**src/rtl/rsq_pkg.sv**
```systemverilog
package rsq_pkg;
   typedef enum logic [3:0] {
      ST_IDLE, ST_EXIT, ST_OPC, ST_ADDR, ST_DUMMY,
      ST_DATA, ST_WAIT, ST_STREAM, ST_CLOSE
   } rsq_state_e;

   localparam logic [7:0] OP_FAST_SER = 8'h0B;
   localparam logic [7:0] OP_QUAD_IO  = 8'hEB;
   localparam logic [7:0] CONT_KEEP   = 8'hA0;
   localparam int         BITS_W      = 6;
   localparam int         WORD_W      = 32;
endpackage

```
**src/rtl/rsq_addr_track.sv**
```systemverilog
module rsq_addr_track #(
   parameter int AW         = 22,
   parameter int IDLE_LIMIT = 16
) (
   input  logic          clk,
   input  logic          rst_n,
   input  logic          load,
   input  logic [AW-1:0] addr_in,
   input  logic          run,
   output logic [AW-1:0] cur_addr,
   output logic          seq_hit,
   output logic          idle_expired
);
   localparam int CW = $clog2(IDLE_LIMIT + 1);

   logic [CW-1:0] idle_cnt;

   always_ff @(posedge clk or negedge rst_n) begin
      if (!rst_n) begin
         cur_addr <= '0;
         idle_cnt <= '0;
      end else begin
         if (load)
            cur_addr <= addr_in;
         if (!run)
            idle_cnt <= '0;
         else if (idle_cnt != CW'(IDLE_LIMIT))
            idle_cnt <= idle_cnt + 1'b1;
      end
   end

   assign seq_hit      = (addr_in == cur_addr + AW'(1));
   assign idle_expired = (idle_cnt == CW'(IDLE_LIMIT));
endmodule

```
**src/rtl/rsq_cmd_fmt.sv**
```systemverilog
module rsq_cmd_fmt
   import rsq_pkg::*;
#(
   parameter int AW         = 22,
   parameter int SER_DUMMY  = 8,
   parameter int QUAD_DUMMY = 4
) (
   input  rsq_state_e          st,
   input  logic                q_path,
   input  logic [AW-1:0]       addr,
   output logic                valid,
   output logic [BITS_W-1:0]   bits,
   output logic                quad,
   output logic                rd,
   output logic [WORD_W-1:0]   wdata,
   output logic                last
);
   localparam int BA_W = AW + 2;

   logic [23:0] byte_addr;

   always_comb begin
      byte_addr             = '0;
      byte_addr[BA_W-1:0]   = {addr, 2'b00};
   end

   always_comb begin
      valid = 1'b1;
      bits  = '0;
      quad  = 1'b0;
      rd    = 1'b0;
      wdata = '0;
      last  = 1'b0;
      case (st)
         ST_EXIT: begin
            bits  = BITS_W'(32);
            wdata = '1;
            last  = 1'b1;
         end
         ST_OPC: begin
            if (q_path) begin
               bits  = BITS_W'(8);
               wdata = {OP_QUAD_IO, 24'h0};
            end else begin
               bits  = BITS_W'(32);
               wdata = {OP_FAST_SER, byte_addr};
            end
         end
         ST_ADDR: begin
            bits  = BITS_W'(8);
            quad  = 1'b1;
            wdata = {byte_addr, CONT_KEEP};
         end
         ST_DUMMY: begin
            quad = q_path;
            bits = q_path ? BITS_W'(QUAD_DUMMY) : BITS_W'(SER_DUMMY);
         end
         ST_DATA: begin
            rd   = 1'b1;
            quad = q_path;
            bits = q_path ? BITS_W'(8) : BITS_W'(32);
         end
         ST_CLOSE: begin
            last = 1'b1;
         end
         default: valid = 1'b0;
      endcase
   end
endmodule

```
**src/rtl/rsq_word_pack.sv**
```systemverilog
module rsq_word_pack #(
   parameter bit FIRST_BYTE_LOW = 1'b1
) (
   input  logic [31:0] raw,
   output logic [31:0] word
);
   generate
      if (FIRST_BYTE_LOW) begin : g_swap
         for (genvar b = 0; b < 4; b++) begin : g_byte
            assign word[8*b +: 8] = raw[8*(3-b) +: 8];
         end
      end else begin : g_pass
         assign word = raw;
      end
   endgenerate
endmodule

```
**src/rtl/rsq_read_seq.sv**
```systemverilog
module rsq_read_seq
   import rsq_pkg::*;
#(
   parameter int AW             = 22,
   parameter int IDLE_LIMIT     = 16,
   parameter int SER_DUMMY      = 8,
   parameter int QUAD_DUMMY     = 4,
   parameter bit FIRST_BYTE_LOW = 1'b1
) (
   input  logic          clk,
   input  logic          rst_n,
   input  logic          req_stb,
   input  logic [AW-1:0] req_addr,
   input  logic          quad_en,
   input  logic          exit_req,
   output logic          req_stall,
   output logic          rd_ack,
   output logic [31:0]   rd_data,
   output logic          cmd_valid,
   input  logic          cmd_ready,
   output logic [5:0]    cmd_bits,
   output logic          cmd_quad,
   output logic          cmd_rd,
   output logic [31:0]   cmd_wdata,
   output logic          cmd_last,
   input  logic          rsp_valid,
   input  logic [31:0]   rsp_data
);
   generate
      if (AW < 1 || AW + 2 > 24) begin : g_bad_aw
         $error("rsq_read_seq: AW must give a byte address of at most 24 bits");
      end
      if (IDLE_LIMIT < 1) begin : g_bad_idle
         $error("rsq_read_seq: IDLE_LIMIT must be at least 1");
      end
      if (SER_DUMMY < 1 || SER_DUMMY > 32 || QUAD_DUMMY < 1 || QUAD_DUMMY > 32) begin : g_bad_dummy
         $error("rsq_read_seq: dummy counts must lie in 1..32");
      end
   endgenerate

   rsq_state_e    st;
   logic          q_path;
   logic          cont;
   logic          pend;
   logic          accept;
   logic          fire;
   logic [AW-1:0] cur_addr;
   logic          seq_hit;
   logic          idle_expired;
   logic [31:0]   packed_word;

   // Stall and accept
   always_comb begin
      case (st)
         ST_IDLE:   req_stall = cont && exit_req;
         ST_STREAM: req_stall = exit_req;
         default:   req_stall = 1'b1;
      endcase
   end

   assign accept = req_stb && !req_stall;
   assign fire   = cmd_valid && cmd_ready;

   function automatic rsq_state_e route(input logic qp, input logic c);
      if (qp)
         return c ? ST_ADDR : ST_OPC;
      else
         return c ? ST_EXIT : ST_OPC;
   endfunction

   rsq_addr_track #(.AW(AW), .IDLE_LIMIT(IDLE_LIMIT)) u_track (
      .clk          (clk),
      .rst_n        (rst_n),
      .load         (accept),
      .addr_in      (req_addr),
      .run          ((st == ST_STREAM) && !accept),
      .cur_addr     (cur_addr),
      .seq_hit      (seq_hit),
      .idle_expired (idle_expired)
   );

   rsq_cmd_fmt #(.AW(AW), .SER_DUMMY(SER_DUMMY), .QUAD_DUMMY(QUAD_DUMMY)) u_fmt (
      .st     (st),
      .q_path (q_path),
      .addr   (cur_addr),
      .valid  (cmd_valid),
      .bits   (cmd_bits),
      .quad   (cmd_quad),
      .rd     (cmd_rd),
      .wdata  (cmd_wdata),
      .last   (cmd_last)
   );

   rsq_word_pack #(.FIRST_BYTE_LOW(FIRST_BYTE_LOW)) u_pack (
      .raw  (rsp_data),
      .word (packed_word)
   );

   // Sequencer
   always_ff @(posedge clk or negedge rst_n) begin
      if (!rst_n) begin
         st      <= ST_IDLE;
         q_path  <= 1'b0;
         cont    <= 1'b0;
         pend    <= 1'b0;
         rd_ack  <= 1'b0;
         rd_data <= '0;
      end else begin
         rd_ack <= 1'b0;
         case (st)
            ST_IDLE: begin
               if (cont && exit_req) begin
                  pend <= 1'b0;
                  st   <= ST_EXIT;
               end else if (req_stb) begin
                  pend   <= 1'b1;
                  q_path <= quad_en;
                  st     <= route(quad_en, cont);
               end
            end
            ST_EXIT: if (fire) begin
               cont <= 1'b0;
               pend <= 1'b0;
               st   <= pend ? ST_OPC : ST_IDLE;
            end
            ST_OPC:   if (fire) st <= q_path ? ST_ADDR : ST_DUMMY;
            ST_ADDR:  if (fire) begin
               cont <= 1'b1;
               st   <= ST_DUMMY;
            end
            ST_DUMMY: if (fire) st <= ST_DATA;
            ST_DATA:  if (fire) st <= ST_WAIT;
            ST_WAIT:  if (rsp_valid) begin
               rd_ack  <= 1'b1;
               rd_data <= packed_word;
               st      <= ST_STREAM;
            end
            ST_STREAM: begin
               if (exit_req) begin
                  pend <= 1'b0;
                  st   <= ST_CLOSE;
               end else if (req_stb) begin
                  if (seq_hit && (quad_en == q_path)) begin
                     st <= ST_DATA;
                  end else begin
                     pend   <= 1'b1;
                     q_path <= quad_en;
                     st     <= ST_CLOSE;
                  end
               end else if (idle_expired) begin
                  pend <= 1'b0;
                  st   <= ST_CLOSE;
               end
            end
            ST_CLOSE: if (fire) st <= pend ? route(q_path, cont) : ST_IDLE;
            default: st <= ST_IDLE;
         endcase
      end
   end

   // Checks
   AST_ACK_AFTER_RSP: assert property (@(posedge clk) disable iff (!rst_n)
      rd_ack |-> $past(rsp_valid));
   AST_ACK_SINGLE: assert property (@(posedge clk) disable iff (!rst_n)
      rd_ack |=> !rd_ack);
   AST_STALL_WHILE_CMD: assert property (@(posedge clk) disable iff (!rst_n)
      cmd_valid |-> req_stall);
   AST_CMD_HOLD: assert property (@(posedge clk) disable iff (!rst_n)
      cmd_valid && !cmd_ready |=> cmd_valid && $stable(cmd_bits) && $stable(cmd_wdata));
   AST_SER_DATA_LEN: assert property (@(posedge clk) disable iff (!rst_n)
      cmd_valid && cmd_rd && !cmd_quad |-> cmd_bits == 6'd32);
   AST_QUAD_DATA_LEN: assert property (@(posedge clk) disable iff (!rst_n)
      cmd_valid && cmd_rd && cmd_quad |-> cmd_bits == 6'd8);
   AST_EXIT_FORM: assert property (@(posedge clk) disable iff (!rst_n)
      cmd_valid && cmd_last && cmd_bits != 6'd0 |->
         !cmd_quad && cmd_bits == 6'd32 && cmd_wdata == 32'hFFFF_FFFF);
endmodule

```
**config.mk**
```make
export PLATFORM = sky130hd
export DESIGN_NAME = rsq_read_seq
export DESIGN_NICKNAME = d
export VERILOG_FILES = /design/src/rtl/rsq_pkg.sv /design/src/rtl/rsq_addr_track.sv /design/src/rtl/rsq_cmd_fmt.sv /design/src/rtl/rsq_word_pack.sv /design/src/rtl/rsq_read_seq.sv
export SDC_FILE = /design/constraint.sdc
export NUM_CORES = 1
export LEC_CHECK = 0
export CORE_UTILIZATION = 40
export DETAILED_ROUTE_END_ITERATION = 8
export PLACE_DENSITY = 0.74
export SYNTH_ARGS = -nofsm -noshare
export SYNTH_HDL_FRONTEND = slang
export SYNTH_SLANG_ARGS = --single-unit
```
**constraint.sdc**
```tcl
create_clock -name clk -period 2.48 [get_ports clk]
set_clock_uncertainty 0.2 [all_clocks]
set_input_delay 0.496 -clock clk [delete_from_list [all_inputs] [get_ports clk]]
set_output_delay 0.496 -clock clk [all_outputs]
set_load 0.05 [all_outputs]
```
* Yosys cells after proc, flatten, opt, wreduce, memory -nomap -nowiden
Index checks and enable logic that the tools add are counted.
Storage, ports and cells: output and inout bits 76, input port bits 61, memory bits (writable) 0, flip-flop bits (word level) 67, bits in latches 0, memories 0, logic and storage cells 109, memory bits (read-only) 0
Operators by class: $mul 0, eq/ne operators 28, add/subtract/negate cells 2, divide/modulo/power cells 0, magnitude comparators 0, shift-type cells 0, bitwise logic cells 0, mux-type cells 51, reduce and logical (&&, ||, !) cells 20
Operators by type and width (number):
- $pmux 32 s3 | 1
- $mux 4 | 15
- $pmux 4 s9 | 1
- $mux 32 | 1
- $ne 2x2->1 const B | 13
- $pmux 6 s4 | 1
- $add 22x1->22 const B | 1
- $eq 22x22->1 | 1
- $mux 1 | 19
- $eq 4x3->1 const B | 4
- $mux 5 | 2
- $reduce_and 9->1 | 1
- $eq 4x2->1 const B | 2
- $mux 2 | 4
- $ne 4x4->1 const B | 2
- $pmux 1 s2 | 4
- $mux 6 | 1
- $reduce_and 6->1 | 1
- $reduce_or 2->1 | 3
- $reduce_or 6->1 | 1
- $add 5x1->5 const B | 1
- $eq 5x5->1 const B | 1
- $logic_and 1x1->1 | 5
- $ne 5x5->1 const B | 1
- other kinds (13) | 15

* Longest topological paths before layout
Gate-level depths: netlist (run 1).
depth after elaboration 7, mapped depth 9, gate-level depth less buffers 9

* By module
A second synthesis (run 1) with hierarchy kept.
Second synthesis, totals: cell total of the unflattened synthesis 517, area total of the unflattened synthesis 4634.4 um^2
Modules (own cells, without submodules):
- rsq_read_seq | instances 1, area an instance 1871.8 um^2, seq. area each 1001.0 um^2, cells an instance 214
- rsq_addr_track | instances 1, area an instance 1869.3 um^2, seq. area each 675.6 um^2, cells an instance 181
- rsq_cmd_fmt | instances 1, area an instance 653.1 um^2, seq. area each 0.0 um^2, cells an instance 90
- rsq_word_pack | instances 1, area an instance 240.2 um^2, seq. area each 0.0 um^2, cells an instance 32

* Least setup slack after synthesis (run 1)
OpenSTA, ideal clock, no wires.
path type flip-flop to flip-flop, start point reg st[0], end point reg st[1], cell stages (with the launch flop) 7, buffers on the path 2, clock period less this slack 2.865 ns, arrival 2.582 ns, data required time 2.197 ns, slack -0.385 ns, setup time 0.083 ns, cells stage by stage dfrtp_1 > clkbuf_1 > clkbuf_1 > xnor2_1 > nor3_1 > o311ai_0 > a31oi_1
Between the ends: longest elaborated chain between the ends 6, elaborated cells between the ends (all ways) 23, those cells by class eq/ne: 17; mux: 2; reduce/logical: 4
Ends and longest elaborated chain:
- start, declared | line rsq_read_seq.sv:41 | rsq_state_e st;
- start signal, assigned | line rsq_read_seq.sv:118 | st <= route(quad_en, cont);
- start signal, assigned | line rsq_read_seq.sv:124 | st <= pend ? ST_OPC : ST_IDLE;
- start signal, assigned | line rsq_read_seq.sv:126 | ST_OPC: if (fire) st <= q_path ? ST_ADDR : ST_DUMMY;
- $eq 4x3->1, or another cell as far along | line rsq_cmd_fmt.sv:34, rsq_read_seq.sv:110
- $reduce_or 6->1 (no source line)
- $mux 1 | line rsq_cmd_fmt.sv:34 | case (st)
- $logic_and 1x1->1 | line rsq_read_seq.sv:62 | assign fire = cmd_valid && cmd_ready;
- $ne 2x2->1 (no source line)
- $reduce_and 9->1 (no source line)
Parallel ways exist; a longest one is shown, timed or not. A chain may end at the register's enable or synchronous reset.

* Final worst setup path (run 1)
start point in req_addr[7], end point reg pend
Between the ends: longest elaborated chain between the ends 4
Ends and longest elaborated chain:
- start, declared | line rsq_read_seq.sv:13 | input logic [AW-1:0] req_addr,
- $eq 22x22->1 | line rsq_addr_track.sv:32 | assign seq_hit = (addr_in == cur_addr + AW'(1));
- $logic_and 1x1->1 | line rsq_read_seq.sv:143 | if (seq_hit && (quad_en == q_path)) begin
- $ne 4x4->1 (no source line)
- $reduce_and 5->1 (no source line)
- end signal, assigned | line rsq_read_seq.sv:140 | pend <= 1'b0;
- end signal, assigned | line rsq_read_seq.sv:146 | pend <= 1'b1;
- end signal, assigned | line rsq_read_seq.sv:151 | pend <= 1'b0;
- end, declared | line rsq_read_seq.sv:44 | logic pend;
No other way between the ends.

==> results.json, run 1 <==
{
  "grt-busiest-layer": "met2",
  "post-dp-hpwl_um": 10200,
  "cts_buffer_depth": 2,
  "max_freq_mhz": 374,
  "area_growth_pct": 66.3,
  "post_dp_cell_area_sq_um": 6470,
  "whs_ns": 0.0428,
  "num-nets-final": 753,
  "combPwrFrac": 0.723,
  "finalWirelength_um": 13700,
  "dieArea_sq_um": 10900,
  "outcome": "finished, violations left",
  "core_area_sq_um": 9950,
  "clk_pin_slew_ns": 0.07,
  "power_frac_seq": 0.184,
  "rsz0062_at_grt": "yes",
  "cts_tree": "built",
  "grt_pass1_wl_um": 22300,
  "rr_worst_depth": 8,
  "gp_congestion": 0.880,
  "slew_viol_final": 0,
  "switchingPower_uw": 5350,
  "critPathMaxFanout": 5,
  "ctsHoldBuffers": 0,
  "antennaDiodeCount": 0,
  "setup_slack_ns": -0.196,
  "fp-row-count": 36,
  "die_y_um": 104,
  "cp.arrival_ns": 2.71,
  "placed_cells": 797,
  "first_global_vias": 4505,
  "reg2reg_from": "u_track.cur_addr[0]$_DFFE_PN0P_",
  "crit_end": "pend$_DFFE_PN0P_",
  "syn_inst": 496,
  "insertion_delay_ns": 0.35,
  "vias_per_cell": 5.32,
  "grt_usage": 0.258,
  "hold_violations": 0,
  "swShare": 0.492,
  "drive_above_1_share": 0.329,
  "syn_area_per_cell_sq_um": 8.45,
  "dieWidth_um": 104,
  "drt-wirelength-per-cell_um": 16.5,
  "numPortBuffers": 133,
  "p_leak_uw": 0.00310,
  "yosysSeqAreaShare": 0.400,
  "cts_sinks": 67,
  "grt_remaining_overflow": 0,
  "cts_made_buffers": 9,
  "min_path_type": "in2async",
  "clock-root-buffer": "clkbuf_8",
  "tightest_slew_ns": 0.816,
  "async_reset_ff_frac": 1.00,
  "rrSetupSlack_ns": -0.18,
  "powerDensity_nw_per_um2": 1560,
  "vias": 4396,
  "period_needed_ns": 2.68,
  "drtIter0Drc": 193,
  "antenna_left": 0,
  "grtUsageMet1": 0.328,
  "startpoint": "req_addr[7]",
  "fin_area_sq_um": 6970,
  "synth_ff_type": "dfrtp_1",
  "boundaryPins": 137,
  "end_kind": "register",
  "antenna_found_initial": 0,
  "synth_cell_type_count": 61,
  "use_met3": 0.0652,
  "r2r_end": "pend$_DFFE_PN0P_",
  "initial_core_util": 0.421,
  "ys_ff_latch": 67,
  "synth_area_sq_um": 4190,
  "stdcell_count": 826,
  "htree_levels": 3,
  "gr-usage-met2": 0.418,
  "finalCritPeriodShare": 1.08,
  "synth_warnings": 0,
  "drt_first_pass_iters": 5,
  "irDropWorstVdd_uv": 837,
  "final_util": 0.700,
  "maxCapViolCount": 0,
  "violations": "negative setup slack",
  "start_kind": "primary input",
  "finalSetupViolations": 4,
  "grt_max_degree": 36,
  "p_int_uw": 5510,
  "worstPathRequired_ns": 2.52,
  "worstSetupPathType": "in2reg",
  "maxSlewHeadroom": 0.456,
  "synth_edf_count": 0,
  "drc_errors": 0,
  "report.power.total_uw": 10900,
  "clock_power_share": 0.093
}
logic make-up after synthesis:
group                      share of synthesized area
other                                       0.000895
AOI/OAI and AO/OA                              0.142
buffers and inverters                         0.0529
xor gates and xnor gates                      0.0774
muxes                                         0.0642
adders and majority gates                    0.00896
and+or+nand+nor                                0.253
DFF                                            0.400
per-stage QoR:
stage	setup WS, ns	TNS, ns
after floorplan	-0.168	-0.685
final	-0.196	-0.589
after global placement	-0.635	-2.72
after CTS	-0.155	-0.381
after detailed placement	-0.664	-2.89
after global routing	-0.246	-0.893
cell usage in the layout (no fill, tap or decap), types with 11 or more instances in the layout:
cell             Yosys  final
nand2_1            132    121
a21oi_1             24     18
xnor2_1             27     26
o21ai_0             20     15
buf_4                8     79
buf_12               0     36
inv_1               14     12
clkdlybuf4s50_1      0     87
nor2_1              25     16
dfrtp_1             67     61
nand3_1             15     14
mux2_2              23     23
nand2_2              0     11
synth_stat cells (3+ instances only):
cell | number | share of area
and3_1 | 6 | 0.0090
nor2_1 | 25 | 0.022
buf_2 | 3 | 0.0036
dfrtp_1 | 67 | 0.40
clkbuf_1 | 17 | 0.015
ha_1 | 3 | 0.0090
o211ai_1 | 3 | 0.0054
or2_2 | 3 | 0.0045
nand2b_1 | 7 | 0.010
nand2_1 | 132 | 0.12
inv_1 | 14 | 0.013
nor2b_1 | 4 | 0.0060
nor4_1 | 4 | 0.0060
nand4_1 | 3 | 0.0045
xor2_1 | 10 | 0.021
buf_1 | 5 | 0.0045
a31oi_1 | 6 | 0.0090
o21a_1 | 8 | 0.014
a21oi_1 | 24 | 0.029
a21o_1 | 4 | 0.0072
xnor2_1 | 27 | 0.056
nand3_1 | 15 | 0.018
nor3_1 | 9 | 0.011
or3_1 | 3 | 0.0045
mux2_2 | 23 | 0.062
buf_4 | 8 | 0.014
a22o_1 | 4 | 0.0084
o21ai_0 | 20 | 0.024
timing repair:
item	4_1_cts	5_1_grt
resized for setup	35	17
gates cloned	1	1
buffers inserted	7	5
pin swaps	8	4
setup endpoints to repair	38	25
power by group through the flow:
stage                     combinational [uW]  clock [uW]  sequential (uW)
after floorplan                         3620           0             2710
after global placement                  7330           0             1980
after detailed placement                7440           0             2010
after CTS                               7700        1030             2000
after global routing                    8270        1080             2060
final                                   7860        1010             2000
metal layers:
metal	part of all wire	vias to the layer above	wire, um
met5	0	-	0
met4	0.021	0	293
met3	0.093	24	1260
met2	0.47	207	6490
met1	0.41	2088	5610
li1	-	2077	-
worst max-delay path, cell delays in order:
cell and delay, ns:
clkdlybuf4s50_1 0.50, nor4_2 0.31, o21ai_1 0.14, a2111oi_4 0.37
o2111ai_2 0.23, or4_4 0.48, o21a_1 0.18
worst min path at each step:
stage                                        from                      end  slack [ns]
final                                       rst_n  rd_data[23]$_DFFE_PN0P_        0.04
after global routing                        rst_n   rd_data[5]$_DFFE_PN0P_        0.09
after CTS                                   rst_n   rd_data[3]$_DFFE_PN0P_        0.05
after detailed placement  rd_data[28]$_DFFE_PN0P_  rd_data[28]$_DFFE_PN0P_        0.27
after global placement    rd_data[23]$_DFFE_PN0P_  rd_data[23]$_DFFE_PN0P_        0.26
after floorplan                             rst_n         cont$_DFFE_PN0P_      0.0004
sequential cells by signal, indices dropped and copies added, names as in the netlist:
name and flops:
rd_data 32, pend 1, u_track.cur_addr 22, cont 1, rd_ack 1, q_path 1
u_track.idle_cnt 5, st 4
cell type report:
cell class,instances,area (sq um)
clock buffer,9,124
inverter,14,52.6
clock inverter,6,90.1
multi-input combinational,383,2540
sequential,67,1680
fill,794,2990
tap,133,166
timing repair buffer,214,2300
Note: power is estimated with default switching activity, not from simulation.
==> inputs of run 2 (changes only) <==
--- a/config.mk
+++ b/config.mk
@@ -5,9 +5,10 @@
 export SDC_FILE = /design/constraint.sdc
 export NUM_CORES = 1
 export LEC_CHECK = 0
+export ABC_AREA = 1
 export CORE_UTILIZATION = 40
 export DETAILED_ROUTE_END_ITERATION = 8
-export PLACE_DENSITY = 0.74
+export PLACE_DENSITY = 0.73
 export SYNTH_ARGS = -nofsm -noshare
 export SYNTH_HDL_FRONTEND = slang
 export SYNTH_SLANG_ARGS = --single-unit
==> constraint.sdc (replaced) <==
create_clock -name clk -period 2.48 [get_ports clk]
set_clock_uncertainty 0.2 [all_clocks]
set_input_delay 0.496 -clock clk [delete_from_list [all_inputs] [get_ports clk]]
set_output_delay 0.496 -clock clk [all_outputs]
set_load 0.01 [all_outputs]
==> run 2 against run 1 <==
The run still ends with negative setup slack left. Count of clock-buffer cells in the layout stayed put. Via count is 14% higher. Global-route usage is 2.2 points higher. Core utilization is 9.8 points lower. Worst hold slack better by 0.23 ns. Die area is 5.5% higher. Sequential power is 2% higher. Sequential share of layout area is 1.7 points higher.
==> results.json, run 2 <==
{
  "yosysSeqAreaShare": 0.379,
  "drc_errors": 0,
  "final_common_cell": "nand2_1",
  "synth_common_cells": "nand2_1, inv_1, dfrtp_1",
  "clock-root-buffer": "clkbuf_8",
  "path_delay_family": "buffers and inverters",
  "antenna_found_initial": 0,
  "slowest_delay_ns": 0.39,
  "hold_violations": 0,
  "syn_inst": 685,
  "core_area_sq_um": 10800,
  "syn_area_per_cell_sq_um": 6.46,
  "synth_top_area_frac": 0.379,
  "maxCapViolCount": 0,
  "yosys.area.top_type": "dfrtp_1",
  "fp-row-count": 38,
  "start_kind": "register",
  "maxSlewHeadroom": 0.386,
  "post-dp-hpwl_um": 11500,
  "p_leak_uw": 0.00322,
  "gp_congestion": 0.963,
  "largest_reg_flops": 32,
  "crit_path_cell_trace": "inv_2, nand2_4, nor2_4, inv_2, nor2_4, inv_2, nor2_4, inv_4, buf_8, buf_6, o21ai_2, buf_2",
  "antenna_left": 0,
  "synth_warnings": 0,
  "whs_ns": 0.268,
  "worstPathRequired_ns": 1.78,
  "swShare": 0.468,
  "area_growth_pct": 46.8,
  "max_freq_mhz": 374,
  "drt-wirelength-per-cell_um": 15.1,
  "synth_edf_count": 0,
  "grt_usage": 0.279,
  "violations": "negative setup slack",
  "vias_per_cell": 4.97,
  "finalWirelength_um": 15200,
  "worstSetupPathType": "reg2out",
  "ys_ff_latch": 67,
  "rsz0062_at_grt": "yes",
  "rrSetupSlack_ns": 0.17,
  "grt_remaining_overflow": 0,
  "antennaDiodeCount": 0,
  "power_frac_seq": 0.264,
  "finalCritPeriodShare": 1.08,
  "first_global_vias": 4994,
  "final_cell_mix": "nand2_1, clkdlybuf4s50_1, inv_1, dfrtp_1, nor2_1",
  "irDropWorstVdd_uv": 618,
  "vias": 4993,
  "stdcell_count": 1005,
  "powerDensity_nw_per_um2": 1190,
  "clk_pin_slew_ns": 0.07,
  "end_kind": "output port",
  "cts_buffer_depth": 2,
  "grt_max_degree": 68,
  "insertion_delay_ns": 0.37,
  "p_int_uw": 4120,
  "synth_cell_type_count": 34,
  "outcome": "finished, violations left",
  "regMostFlops": "rd_data",
  "final_util": 0.602,
  "synth_area_sq_um": 4420,
  "finalSetupViolations": 28,
  "htree_levels": 3,
  "synth_most_common_cell": "nand2_1",
  "num-nets-final": 925,
  "synth_ff_type": "dfrtp_1",
  "critPathMaxFanout": 6,
  "synth_area_leaders": "dfrtp_1, nand2_1, inv_1, nor2_1, o21ai_0",
  "period_needed_ns": 2.68,
  "initial_core_util": 0.410,
  "dieWidth_um": 107,
  "combPwrFrac": 0.621,
  "grt_pass1_wl_um": 24400,
  "drt_first_pass_iters": 5,
  "setup_slack_ns": -0.197,
  "placed_cells": 977,
  "worst_path_max_delay_cell": "dfrtp_1",
  "async_reset_ff_frac": 1.00,
  "cts_tree": "built",
  "slew_viol_final": 0,
  "path_buf_inv": 7,
  "boundaryPins": 137,
  "place_ws_ns": -0.209,
  "dieArea_sq_um": 11500,
  "cts_sinks": 67,
  "switchingPower_uw": 3620,
  "numPortBuffers": 133,
  "largest_registers": "rd_data (32), u_track.cur_addr (22), u_track.idle_cnt (5)",
  "die_y_um": 107,
  "cp.arrival_ns": 1.98,
  "cts_made_buffers": 9,
  "min_path_type": "reg2reg",
  "tightest_slew_ns": 0.920,
  "clock_power_share": 0.115,
  "drive_above_1_share": 0.207,
  "drtIter0Drc": 239
}
## run 2: changes by cell type after synthesis, sizes merged, moves of 6 or more
cell	before	now
o21ai	20	45
inv	14	90
buf	17	9
a21oi	24	7
and3	6	0
xnor2	27	8
o21a	8	0
nand3	16	30
mux2	23	0
nand2	132	297
clkbuf	17	10
nand2b	7	0
o221ai	0	13
nor2	25	71
## run 2: path summary, 6_finish.rpt
| path | start | to | cells after the start |
|---|---|---|---|
| min reg2reg | rd_data[26]$_DFFE_PN0P_ | rd_data[26]$_DFFE_PN0P_ | 2 |
| min | rd_data[26]$_DFFE_PN0P_ | rd_data[26]$_DFFE_PN0P_ | 2 |
| max | st[3]$_DFFE_PN0P_ | cmd_wdata[9] | 12 |
| max reg2reg | u_track.cur_addr[0]$_DFFE_PN0P_ | st[3]$_DFFE_PN0P_ | 14 |
| max in group asynchronous | rst_n | st[0]$_DFFE_PN0P_ | 3 |
| min in group asynchronous | rst_n | u_track.idle_cnt[4]$_DFFE_PN0P_ | 3 |
## run 2: repair_timing
action,4_1_cts,5_1_grt
endpoints found under the hold margin,67,0
gates resized for setup,189,46
buffers inserted,8,5
pin swaps,0,6
gates cloned,1,0
hold buffers,1,0
endpoints found under the setup margin,40,46
## run 2: layer usage
metal | vias up | track usage | share of wire
met4 | 0 | 0.133 | 0.041
met5 | - | 0 | 0
met2 | 188 | 0.476 | 0.48
met3 | 42 | 0.0973 | 0.082
li1 | 2484 | - | -
met1 | 2279 | 0.310 | 0.39
## run 2: cell families after synthesis
kind of cell | after synthesis | share of synthesized area
other | 1 | 0.000848
flip-flops | 67 | 0.379
adder cells (fa/ha/maj) | 3 | 0.00849
XOR/XNOR | 13 | 0.0257
buffers and inverters | 110 | 0.0984
AO/OA/AOI/OAI | 75 | 0.102
AND/OR/NAND/NOR | 416 | 0.386
## run 2: stage by stage
| stage | area (sq um) | setup TNS (ns) | power, uW |
|---|---|---|---|
| after detailed placement | 6130 | -4.04 | 6680 |
| after CTS | 6410 | -0.831 | 7590 |
| after floorplan | 4430 | 0 | 4230 |
| after global placement | 6130 | -2.13 | 6580 |
| after global routing | 6500 | -5.94 | 8340 |
| final | 6500 | -3.03 | 7740 |
## run 2: power by group through the flow
stage | Combinational (uW) | Clock [uW] | Sequential, uW
6_report | 4800 | 889 | 2040
5_1_grt | 5260 | 969 | 2110
4_1_cts | 4650 | 912 | 2030
3_5_place_dp | 4660 | 0 | 2020
3_3_place_gp | 4570 | 0 | 2010
2_1_floorplan | 2160 | 0 | 2070
## run 2: area by class of cell
class	count	area, sq um
Timing Repair Buffer	182	1580
Clock inverter	6	57.6
Inverter	91	344
Tap cell	140	175
Fill cell	1008	4300
Clock buffer	9	124
Sequential cell	67	1680
Multi-Input combinational cell	510	2530
## run 2: worst min-delay path, cell delays in order, from the launching register on
cell     delay, ns
dfrtp_1       0.34
nand2_1       0.05
nand2_1       0.04
==> inputs of run 3 (changes only) <==
--- a/config.mk
+++ b/config.mk
@@ -6,9 +6,12 @@
 export NUM_CORES = 1
 export LEC_CHECK = 0
 export ABC_AREA = 1
-export CORE_UTILIZATION = 40
+export CELL_PAD_IN_SITES_DETAIL_PLACEMENT = 1
+export CELL_PAD_IN_SITES_GLOBAL_PLACEMENT = 1
+export CORE_UTILIZATION = 29
 export DETAILED_ROUTE_END_ITERATION = 8
-export PLACE_DENSITY = 0.73
+export PLACE_DENSITY_LB_ADDON = 0.1
+export SKIP_CTS_REPAIR_TIMING = 1
 export SYNTH_ARGS = -nofsm -noshare
 export SYNTH_HDL_FRONTEND = slang
 export SYNTH_SLANG_ARGS = --single-unit
==> run 3 against run 2 <==
The flow finishes with violations (design-rule violations, negative hold slack, negative setup slack). Largest power group unchanged. Worst setup slack gained 0.081 ns. Via count grew 0.78%. Largest cell class unchanged. Register-to-register slack about the same. Cell area up 1.6%. Non-clock buffer count shrank 5. First-iteration DRC count fell by 33%.
==> results.json, run 3 (synthesis gave the netlist of run 2 again) <==
{
  "initial_core_util": 0.301,
  "critPathMaxFanout": 7,
  "setup_slack_ns": -0.117,
  "dieArea_sq_um": 15800,
  "numPortBuffers": 133,
  "start_kind": "register",
  "drc_errors": 3,
  "final_common_cell": "nand2_1",
  "first_global_vias": 5316,
  "vias": 5032,
  "m1WireLength_um": 7780,
  "outcome": "finished, violations left",
  "stdcell_count": 1045,
  "grt_max_degree": 68,
  "grt_usage": 0.237,
  "end_kind": "output port",
  "antenna_found_initial": 0,
  "vias_per_cell": 4.82,
  "worstSetupPathType": "reg2out",
  "cts_tree": "built",
  "maxSlewHeadroom": 0.582,
  "drtIter0Drc": 160,
  "finalSetupViolations": 23,
  "grt_remaining_overflow": 0,
  "multiInputGateArea_sq_um": 2430,
  "wl_met2_um": 8250,
  "antennaDiodeCount": 0,
  "largest_registers": "rd_data (32), u_track.cur_addr (22), u_track.idle_cnt (5)",
  "r2r_end": "st[1]$_DFFE_PN0P_",
  "grt_pass1_wl_um": 28700,
  "worstPathRequired_ns": 1.78,
  "rr_worst_depth": 13,
  "insertion_delay_ns": 0.35,
  "num-nets-final": 920,
  "rsz0062_at_grt": "yes",
  "area_growth_pct": 49.2,
  "core_area_sq_um": 14700,
  "finalWirelength_um": 17800,
  "whs_ns": -0.0322,
  "dieWidth_um": 126,
  "irDropWorstVdd_uv": 492,
  "cts_made_buffers": 9,
  "hold_violations": 32,
  "final_util": 0.449,
  "drt_first_pass_iters": 6,
  "p_leak_uw": 0.00334,
  "post-dp-hpwl_um": 14100,
  "tightest_slew_ns": 0.621,
  "gp_congestion": 0.858,
  "placed_cells": 1028,
  "period_needed_ns": 2.60,
  "regMostFlops": "rd_data",
  "min_path_type": "in2async",
  "cts_buffer_depth": 2,
  "violations": "design-rule violations, negative hold slack, negative setup slack",
  "largest_reg_flops": 32,
  "clock-root-buffer": "clkbuf_16",
  "antenna_left": 0,
  "fillers": 1899,
  "powerDensity_nw_per_um2": 1260,
  "htree_levels": 3,
  "drive_above_1_share": 0.172,
  "slew_viol_final": 0,
  "clk_pin_slew_ns": 0.07,
  "rrSetupSlack_ns": 0.16,
  "wl_met3_um": 1390,
  "reg2reg_from": "st[1]$_DFFE_PN0P_",
  "die_y_um": 126,
  "drt-wirelength-per-cell_um": 17.0,
  "top_layer_used": "met4",
  "seqCellArea_sq_um": 1680,
  "cp.arrival_ns": 1.90,
  "place_ws_ns": -0.385,
  "fp-row-count": 44,
  "maxCapViolCount": 0,
  "finalCritPeriodShare": 1.05,
  "final_cell_mix": "nand2_1, clkdlybuf4s50_1, inv_1, dfrtp_1, nor2_1",
  "cts_sinks": 67,
  "boundaryPins": 137,
  "max_freq_mhz": 385
}
[run 3: layout make-up]
class | count | area share
Inverter | 91 | 0.0521
Multi-Input combinational cell | 510 | 0.368
Clock inverter | 6 | 0.0171
Tap cell | 184 | 0.0349
Timing Repair Buffer | 177 | 0.237
Sequential cell | 67 | 0.254
Clock buffer | 10 | 0.0362
[run 3: layer usage]
metal | vias up | track usage
met5 | - | 0
met4 | 0 | 0.0918
met3 | 20 | 0.0689
met2 | 150 | 0.385
met1 | 2385 | 0.296
li1 | 2477 | -
[run 3: worst max path at each step]
stage	endpoint	cells past startpoint	startpoint
floorplan	cmd_wdata[11]	10	st[2]$_DFFE_PN0P_
global placement	cmd_wdata[15]	10	st[2]$_DFFE_PN0P_
detailed placement	cmd_wdata[8]	11	st[3]$_DFFE_PN0P_
CTS	cmd_wdata[8]	11	st[3]$_DFFE_PN0P_
global route	cmd_wdata[18]	11	st[3]$_DFFE_PN0P_
finish	cmd_wdata[23]	11	st[3]$_DFFE_PN0P_
[run 3: where the power goes]
group | switching (uW) | total [uW] | internal [uW]
logic | 2770 | 4750 | 1980
clock network | 552 | 1560 | 1010
registers | 418 | 2020 | 1600
[run 3: through the flow]
step	total power, uW	TNS (ns)	area [sq um]
2_1_floorplan	4230	0	4430
5_1_grt	8980	-4.20	6600
4_1_cts	8600	-22.33	6610
3_3_place_gp	6860	-6.76	6250
6_report	8330	-1.55	6600
3_5_place_dp	6960	-8.09	6250
[run 3: worst max-delay path: stages (launching register included)]
cell and delay [ns]:
dfrtp_1 0.39, inv_1 0.08, nand2_1 0.08, nor2_2 0.10, inv_1 0.06, nor2_2 0.11, inv_2 0.06, nor2_4 0.11
inv_4 0.10, buf_4 0.15, o221ai_1 0.15, clkbuf_2 0.16
